==> src/rtl/ssa_pkg.sv <==
package ssa_pkg;

    typedef enum logic [1:0] {
        ST_IDLE = 2'd0,
        ST_CMP  = 2'd1,
        ST_FILL = 2'd2
    } ssa_state_e;

endpackage

==> src/rtl/ssa_line_store.sv <==
module ssa_line_store #(
    parameter int SETS  = 2,
    parameter int WAYS  = 2,
    parameter int TAG_W = 2,
    parameter int BLK_W = 32,
    localparam int SET_W = (SETS > 1) ? $clog2(SETS) : 1,
    localparam int WAY_W = (WAYS > 1) ? $clog2(WAYS) : 1
) (
    input  logic             clk,
    input  logic             rst_n,
    input  logic [SET_W-1:0] rd_set,
    input  logic [WAY_W-1:0] rd_way,
    output logic             rd_valid,
    output logic [TAG_W-1:0] rd_tag,
    output logic [BLK_W-1:0] rd_block,
    output logic [WAYS-1:0]  set_valid,
    input  logic             wr_en,
    input  logic [SET_W-1:0] wr_set,
    input  logic [WAY_W-1:0] wr_way,
    input  logic [TAG_W-1:0] wr_tag,
    input  logic [BLK_W-1:0] wr_block
);

    typedef struct packed {
        logic [SETS-1:0][WAYS-1:0]             vld;
        logic [SETS-1:0][WAYS-1:0][TAG_W-1:0]  tag;
        logic [SETS-1:0][WAYS-1:0][BLK_W-1:0]  blk;
    } store_t;

    store_t s_d, s_q;

    always_comb begin
        s_d = s_q;
        if (wr_en) begin
            s_d.vld[wr_set][wr_way] = 1'b1;
            s_d.tag[wr_set][wr_way] = wr_tag;
            s_d.blk[wr_set][wr_way] = wr_block;
        end
    end

    always_ff @(posedge clk) begin
        if (!rst_n) begin
            s_q <= '0;
        end else begin
            s_q <= s_d;
        end
    end

    // Way-select multiplexer: one line of the enabled set goes to the comparator.
    assign rd_valid  = s_q.vld[rd_set][rd_way];
    assign rd_tag    = s_q.tag[rd_set][rd_way];
    assign rd_block  = s_q.blk[rd_set][rd_way];
    assign set_valid = s_q.vld[rd_set];


    fill_installs_chk: assert property (@(posedge clk) disable iff (!rst_n)
        wr_en |=> (s_q.vld[$past(wr_set)][$past(wr_way)] &&
                   s_q.tag[$past(wr_set)][$past(wr_way)] == $past(wr_tag)));

endmodule

==> src/rtl/ssa_way_walker.sv <==
module ssa_way_walker #(
    parameter int WAYS  = 2,
    parameter int TAG_W = 2,
    localparam int WAY_W = (WAYS > 1) ? $clog2(WAYS) : 1
) (
    input  logic             clk,
    input  logic             rst_n,
    input  logic             active,
    input  logic             line_valid,
    input  logic [TAG_W-1:0] line_tag,
    input  logic [TAG_W-1:0] req_tag,
    output logic [WAY_W-1:0] way_sel,
    output logic             match,
    output logic             exhausted
);

    localparam logic [WAY_W-1:0] LAST_WAY = WAY_W'(WAYS - 1);

    typedef struct packed {
        logic [WAY_W-1:0] sel;
    } walk_t;

    walk_t w_d, w_q;
    logic  last;

    // The single tag comparator.
    assign match     = active && line_valid && (line_tag == req_tag);
    assign last      = (w_q.sel == LAST_WAY);
    assign exhausted = active && !match && last;
    assign way_sel   = w_q.sel;

    always_comb begin
        w_d = w_q;
        if (!active || match || last) begin
            w_d.sel = '0;
        end else begin
            w_d.sel = w_q.sel + 1'b1;
        end
    end

    always_ff @(posedge clk) begin
        if (!rst_n) begin
            w_q <= '0;
        end else begin
            w_q <= w_d;
        end
    end


    walk_step_chk: assert property (@(posedge clk) disable iff (!rst_n)
        (active && !match && !last) |=> (way_sel == $past(way_sel) + 1'b1));


    walk_start_chk: assert property (@(posedge clk) disable iff (!rst_n)
        $rose(active) |-> (way_sel == '0));

endmodule

==> src/rtl/ssa_victim.sv <==
module ssa_victim #(
    parameter int SETS = 2,
    parameter int WAYS = 2,
    localparam int SET_W = (SETS > 1) ? $clog2(SETS) : 1,
    localparam int WAY_W = (WAYS > 1) ? $clog2(WAYS) : 1
) (
    input  logic             clk,
    input  logic             rst_n,
    input  logic [SET_W-1:0] set_sel,
    input  logic [WAYS-1:0]  set_valid,
    input  logic             touch_en,
    input  logic [WAY_W-1:0] touch_way,
    output logic [WAY_W-1:0] victim
);

    localparam logic [WAY_W-1:0] LAST_WAY = WAY_W'(WAYS - 1);

    typedef struct packed {
        logic [SETS-1:0][WAY_W-1:0] ptr;
    } repl_t;

    repl_t r_d, r_q;
    logic             any_free;
    logic [WAY_W-1:0] free_way;

    always_comb begin
        any_free = 1'b0;
        free_way = '0;
        for (int w = WAYS - 1; w >= 0; w--) begin
            if (!set_valid[w]) begin
                any_free = 1'b1;
                free_way = WAY_W'(w);
            end
        end
        victim = any_free ? free_way : r_q.ptr[set_sel];
    end

    always_comb begin
        r_d = r_q;
        if (touch_en && (r_q.ptr[set_sel] == touch_way)) begin
            r_d.ptr[set_sel] = (touch_way == LAST_WAY) ? '0 : touch_way + 1'b1;
        end
    end

    always_ff @(posedge clk) begin
        if (!rst_n) begin
            r_q <= '0;
        end else begin
            r_q <= r_d;
        end
    end


    free_first_chk: assert property (@(posedge clk) disable iff (!rst_n)
        !(&set_valid) |-> !set_valid[victim]);


    ptr_moves_chk: assert property (@(posedge clk) disable iff (!rst_n)
        (touch_en && r_q.ptr[set_sel] == touch_way) |=>
            (r_q.ptr[$past(set_sel)] != $past(touch_way)) || (WAYS == 1));

endmodule

==> src/rtl/ssa_cache_ctrl.sv <==
module ssa_cache_ctrl #(
    parameter int SETS   = 2,
    parameter int WAYS   = 2,
    parameter int TAG_W  = 2,
    parameter int WORDS  = 4,
    parameter int WORD_W = 8,
    localparam int SET_W   = (SETS > 1) ? $clog2(SETS) : 1,
    localparam int WAY_W   = (WAYS > 1) ? $clog2(WAYS) : 1,
    localparam int OFF_W   = (WORDS > 1) ? $clog2(WORDS) : 1,
    localparam int ADDR_W  = TAG_W + SET_W + OFF_W,
    localparam int BADDR_W = TAG_W + SET_W,
    localparam int BLK_W   = WORDS * WORD_W
) (
    input  logic               clk,
    input  logic               rst_n,
    input  logic               cpu_req,
    input  logic [ADDR_W-1:0]  cpu_addr,
    output logic               cpu_ready,
    output logic               cpu_rvalid,
    output logic [WORD_W-1:0]  cpu_rdata,
    output logic               cpu_hit,
    output logic               mem_req,
    output logic [BADDR_W-1:0] mem_baddr,
    input  logic               mem_valid,
    input  logic [BLK_W-1:0]   mem_block
);

    import ssa_pkg::*;

    typedef struct packed {
        ssa_state_e        st;
        logic [ADDR_W-1:0] addr;
        logic              rvalid;
        logic [WORD_W-1:0] rdata;
        logic              hit;
        logic              mem_req;
    } ctrl_t;

    ctrl_t c_d, c_q;

    logic [TAG_W-1:0] req_tag;
    logic [SET_W-1:0] req_set;
    logic [OFF_W-1:0] req_off;
    logic             line_valid;
    logic [TAG_W-1:0] line_tag;
    logic [BLK_W-1:0] line_block;
    logic [WAYS-1:0]  set_valid;
    logic [WAY_W-1:0] way_sel;
    logic             match;
    logic             exhausted;
    logic [WAY_W-1:0] victim;
    logic             walk_active;
    logic             wr_en;
    logic             touch_en;
    logic [WAY_W-1:0] touch_way;

    assign req_tag     = c_q.addr[ADDR_W-1 -: TAG_W];
    assign req_set     = c_q.addr[OFF_W +: SET_W];
    assign req_off     = c_q.addr[OFF_W-1:0];
    assign walk_active = (c_q.st == ST_CMP);

    ssa_line_store #(
        .SETS (SETS),
        .WAYS (WAYS),
        .TAG_W(TAG_W),
        .BLK_W(BLK_W)
    ) u_store (
        .clk      (clk),
        .rst_n    (rst_n),
        .rd_set   (req_set),
        .rd_way   (way_sel),
        .rd_valid (line_valid),
        .rd_tag   (line_tag),
        .rd_block (line_block),
        .set_valid(set_valid),
        .wr_en    (wr_en),
        .wr_set   (req_set),
        .wr_way   (victim),
        .wr_tag   (req_tag),
        .wr_block (mem_block)
    );

    ssa_way_walker #(
        .WAYS (WAYS),
        .TAG_W(TAG_W)
    ) u_walk (
        .clk       (clk),
        .rst_n     (rst_n),
        .active    (walk_active),
        .line_valid(line_valid),
        .line_tag  (line_tag),
        .req_tag   (req_tag),
        .way_sel   (way_sel),
        .match     (match),
        .exhausted (exhausted)
    );

    ssa_victim #(
        .SETS(SETS),
        .WAYS(WAYS)
    ) u_victim (
        .clk      (clk),
        .rst_n    (rst_n),
        .set_sel  (req_set),
        .set_valid(set_valid),
        .touch_en (touch_en),
        .touch_way(touch_way),
        .victim   (victim)
    );

    always_comb begin
        c_d       = c_q;
        c_d.rvalid = 1'b0;
        c_d.hit    = 1'b0;
        wr_en      = 1'b0;
        touch_en   = 1'b0;
        touch_way  = way_sel;
        unique case (c_q.st)
            ST_IDLE: begin
                if (cpu_req) begin
                    c_d.addr = cpu_addr;
                    c_d.st   = ST_CMP;
                end
            end
            ST_CMP: begin
                if (match) begin
                    c_d.rvalid = 1'b1;
                    c_d.hit    = 1'b1;
                    c_d.rdata  = line_block[req_off * WORD_W +: WORD_W];
                    touch_en   = 1'b1;
                    c_d.st     = ST_IDLE;
                end else if (exhausted) begin
                    c_d.mem_req = 1'b1;
                    c_d.st      = ST_FILL;
                end
            end
            ST_FILL: begin
                touch_way = victim;
                if (mem_valid) begin
                    wr_en       = 1'b1;
                    touch_en    = 1'b1;
                    c_d.rvalid  = 1'b1;
                    c_d.rdata   = mem_block[req_off * WORD_W +: WORD_W];
                    c_d.mem_req = 1'b0;
                    c_d.st      = ST_IDLE;
                end
            end
            default: begin
                c_d.st      = ST_IDLE;
                c_d.mem_req = 1'b0;
            end
        endcase
    end

    always_ff @(posedge clk) begin
        if (!rst_n) begin
            c_q    <= '0;
            c_q.st <= ST_IDLE;
        end else begin
            c_q <= c_d;
        end
    end

    assign cpu_ready  = (c_q.st == ST_IDLE);
    assign cpu_rvalid = c_q.rvalid;
    assign cpu_rdata  = c_q.rdata;
    assign cpu_hit    = c_q.hit;
    assign mem_req    = c_q.mem_req;
    assign mem_baddr  = c_q.addr[ADDR_W-1:OFF_W];


    mem_hold_chk: assert property (@(posedge clk) disable iff (!rst_n)
        (mem_req && !mem_valid) |=> mem_req);


    rvalid_pulse_chk: assert property (@(posedge clk) disable iff (!rst_n)
        cpu_rvalid |=> !cpu_rvalid);


    busy_ignore_chk: assert property (@(posedge clk) disable iff (!rst_n)
        !cpu_ready |=> $stable(c_q.addr));


    idle_no_fetch_chk: assert property (@(posedge clk) disable iff (!rst_n)
        cpu_ready |-> !mem_req);


    fill_answers_chk: assert property (@(posedge clk) disable iff (!rst_n)
        (mem_req && mem_valid) |=> (cpu_rvalid && !cpu_hit && !mem_req));

endmodule

==> config.mk <==
export PLATFORM = sky130hd
export DESIGN_NAME = ssa_cache_ctrl
export DESIGN_NICKNAME = d
export VERILOG_FILES = /design/src/rtl/ssa_pkg.sv /design/src/rtl/ssa_line_store.sv /design/src/rtl/ssa_way_walker.sv /design/src/rtl/ssa_victim.sv /design/src/rtl/ssa_cache_ctrl.sv
export SDC_FILE = /design/constraint.sdc
export NUM_CORES = 1
export LEC_CHECK = 0
export BUFFER_PORTS_ARGS = -buffer_cell sky130_fd_sc_hd__buf_2
export CAP_MARGIN = 25
export CORE_MARGIN = 1
export CORE_UTILIZATION = 55
export DETAILED_ROUTE_END_ITERATION = 12
export MAX_ROUTING_LAYER = met4
export PLACE_DENSITY = 0.74
export SYNTH_ARGS = -nofsm -noshare
export SYNTH_HDL_FRONTEND = slang
export SYNTH_SLANG_ARGS = --single-unit
==> constraint.sdc <==
create_clock -name clk -period 3.15 [get_ports clk]
set_input_delay 0.945 -clock clk [delete_from_list [all_inputs] [get_ports clk]]
set_output_delay 0.945 -clock clk [all_outputs]
set_load 0.01 [all_outputs]
==> flow_summary.toml <==
[timing]
max_clock_freq_mhz = 411
setup_viol = 0
fin_crit_ns = 2.43
worstMarginPinSlew_ns = 0.820
hold_ws_ns = 0.454
slew_headroom_pct = 45.2
skew_ns = 0.00607
fin_crit_sh_pct = 77.2
setup_tns_ns = 0
hold_viol_final = 0
grt_setup_unrepaired = "no"
finalMaxSlewViolations = 0

[pwr]
power.leakage_uw = 0.00299
comb_power_share_pct = 6.9
p_sw_uw = 975
power.internal_uw = 3260
power_density_mw_per_mm2 = 534
p_sw_share_pct = 23.0
power_uw = 4240
max-vdd-ir-drop_v = 0.000347
sequentialPowerShare_pct = 48.9
pwr-share-clk_pct = 44.2

[finish]
fill_cells = 1080
n_antenna_cell = 0
syn_to_final_growth_pct = 11.9
seq_area_mm2 = 0.00323
design_area_mm2 = 0.00794
fin_nets = 843
multi_input_area_mm2 = 0.00349
drive_above_1_share_pct = 18.9

[yosys]
async_reset_ff_share_pct = 0
synth_warnings = 0
synth_seq_cells = 161
synth_top_area_share_pct = 45.4
synth_area_leader_cell = "dfxtp_1"
syn_area_per_cell_um2 = 9.13
synth_area_leaders = "dfxtp_1, mux4_2, nand2_1"
synth-edff-count = 0
yosysSeqAreaShare_pct = 45.4
postSynthNetCount = 822
synthFlopType = "dfxtp_1"
syn_area_mm2 = 0.00710
syn_inst = 778
ys_types = 43

[global_route]
grt_pass1_vias = 5630
overflow = 0
antenna_found_initial = 0
grt_usage_pct = 30.6
grt_max_degree = 82
grt_pass1_wl_um = 29400

[floorplan]
die_h_um = 116
rows = 41
die_x_um = 116
dieArea_mm2 = 0.0134
io_pins = 56
start_util_pct = 56.3
core_area_mm2 = 0.0126

[cts]
numCtsBuffers = 17
clock_path_buffers = 2
insertion_delay_ns = 0.42
holdBufCountCts = 0
htree_levels = 4
numClockSinks = 161
cts_setup_buffers = 0
tritoncts = "yes"
cts-resized-gates = 0
clockRootBuffer = "clkbuf_16"
path_clk_slew_ns = 0.06

[place]
placed_area_mm2 = 0.00741
gp_congestion = 0.835
portBuffers = 55
hpwl_um = 12100

[worst_hold_path]
holdPathEnd = "u_store.s_q[85]"
hold_start = "u_store.s_q[85]"
worst_hold_path.num_cells = 2
hp-class = "reg2reg"

[route]
postRouteWirelength_um = 18600
ant_nets = 0
wire_per_inst_um = 18.9
drt_iter0_drc = 583
dr.pass1.iters = 5
vias_per_cell = 5.94
num_vias = 5831
drcViolationCount = 0

[worst_setup_path]
path_class = "reg2reg"
critPathArrivalTime_ns = 2.72
timing.rr.start = "mem_baddr[0]"
reg2reg_depth = 5
rr_endpoint = "cpu_rdata[3]"
cp_max_fo = 17
critPathLaunchType = "flop"
reg2reg_slack_ns = 0.72
cp-startpoint = "mem_baddr[0]"
required_ns = 3.44
end_kind = "flop"

[run]
drv_cap = 0

[run_status]
status = "completed"
[worst max-delay path by stage]
| stage | slack (ns) | end |
|---|---|---|
| 3_3_place_gp | 0.82 | cpu_rdata[3] |
| 2_1_floorplan | 1.01 | u_store.s_q[100] |
| 3_5_place_dp | 0.72 | cpu_rdata[3] |
| 4_1_cts | 0.72 | cpu_rdata[3] |
| 6_report | 0.72 | cpu_rdata[3] |
| 5_1_grt | 0.57 | cpu_rdata[6] |
[Yosys cell counts (2+ instances only)]
| cell | number |
|---|---|
| nand2_1 | 222 |
| dfxtp_1 | 161 |
| a21oi_1 | 110 |
| mux4_2 | 43 |
| nor2_1 | 41 |
| clkbuf_1 | 38 |
| mux2i_1 | 34 |
| a22oi_1 | 24 |
| buf_2 | 16 |
| inv_1 | 13 |
| buf_4 | 12 |
| o22ai_1 | 8 |
| nand3_1 | 7 |
| nand2b_1 | 6 |
| and2_1 | 5 |
| nor2b_1 | 4 |
| ha_1 | 3 |
| nor3_1 | 3 |
| buf_6 | 2 |
| o21ai_1 | 2 |
| xor2_1 | 2 |
[layout make-up]
type	instances	area share (%)
Clock buffer	22	5.85
Sequential cell	161	40.6
Multi-Input combinational cell	533	44.0
Tap cell	172	2.71
Inverter	14	0.693
Clock inverter	7	0.788
Timing Repair Buffer	72	5.39
[cells in the final DEF, fill, tap and decap left out, types with 3 or more instances in the layout]
cell type | Yosys | routed
nand2b_1 | 6 | 6
and2_1 | 5 | 5
clkbuf_16 | 0 | 17
ha_1 | 3 | 3
dfxtp_1 | 161 | 159
inv_1 | 13 | 13
nor2_1 | 41 | 41
nand2_1 | 222 | 222
clkinv_2 | 0 | 5
o22ai_1 | 8 | 8
nor2b_1 | 4 | 4
mux4_2 | 43 | 43
buf_2 | 16 | 55
nand3_1 | 7 | 7
a22oi_1 | 24 | 24
clkbuf_1 | 38 | 3
a21oi_1 | 110 | 110
mux2i_1 | 34 | 34
buf_4 | 12 | 15
[registers in the layout (all words and copies together), names as in the netlist]
register,cells
cpu_rvalid,1
mem_baddr,3
u_victim.r_q,2
c_q,4
u_store.s_q,140
mem_req,1
cpu_hit,1
u_walk.way_sel,1
cpu_rdata,8
[cells by family after synthesis]
logic type               after synthesis  share of synthesized area, %
AO/OA/AOI/OAI                        154                          12.7
XOR/XNOR                               2                         0.247
adder cells (fa/ha/maj)                3                         0.529
buffers and inverters                 84                          5.59
flip-flops                           161                          45.4
multiplexers                          79                          18.8
AND/OR/NAND/NOR                      295                          16.8
[power groups by stage]
| stage | combinational, µW | clock, µW | sequential, µW |
|---|---|---|---|
| 2_1_floorplan | 191 | 0 | 2100 |
| 3_5_place_dp | 289 | 0 | 2120 |
| 5_1_grt | 313 | 1980 | 2070 |
| 4_1_cts | 290 | 1900 | 2070 |
| 6_report | 292 | 1870 | 2070 |
| 3_3_place_gp | 284 | 0 | 2120 |
[stage by stage]
stage	cells	utilization (%)	worst slack (ns)
final	981	62.9	0.718
after global routing	981	62.9	0.572
after CTS	981	62.9	0.721
after detailed placement	952	58.8	0.723
after global placement	952	58.8	0.820
after floorplan	778	-	1.01
[layer usage]
| layer | share of wire [%] | vias to the layer above | track usage, % | wire length, µm |
|---|---|---|---|---|
| li1 | - | 2699 | - | - |
| met1 | 40 | 2819 | 37.7 | 7510 |
| met3 | 8.3 | 39 | 6.12 | 1540 |
| met5 | 0 | - | - | 0 |
| met2 | 49 | 274 | 48.4 | 9040 |
| met4 | 2.5 | 0 | 14.7 | 470 |
[critical path, cell delays in order (launching register included)]
cell,delay (ns)
dfxtp_2,0.60
mux4_2,0.38
xor2_1,0.19
nor3_4,0.64
a311o_2,0.39
o22ai_1,0.10
Note: power is estimated with default switching activity, not from simulation.
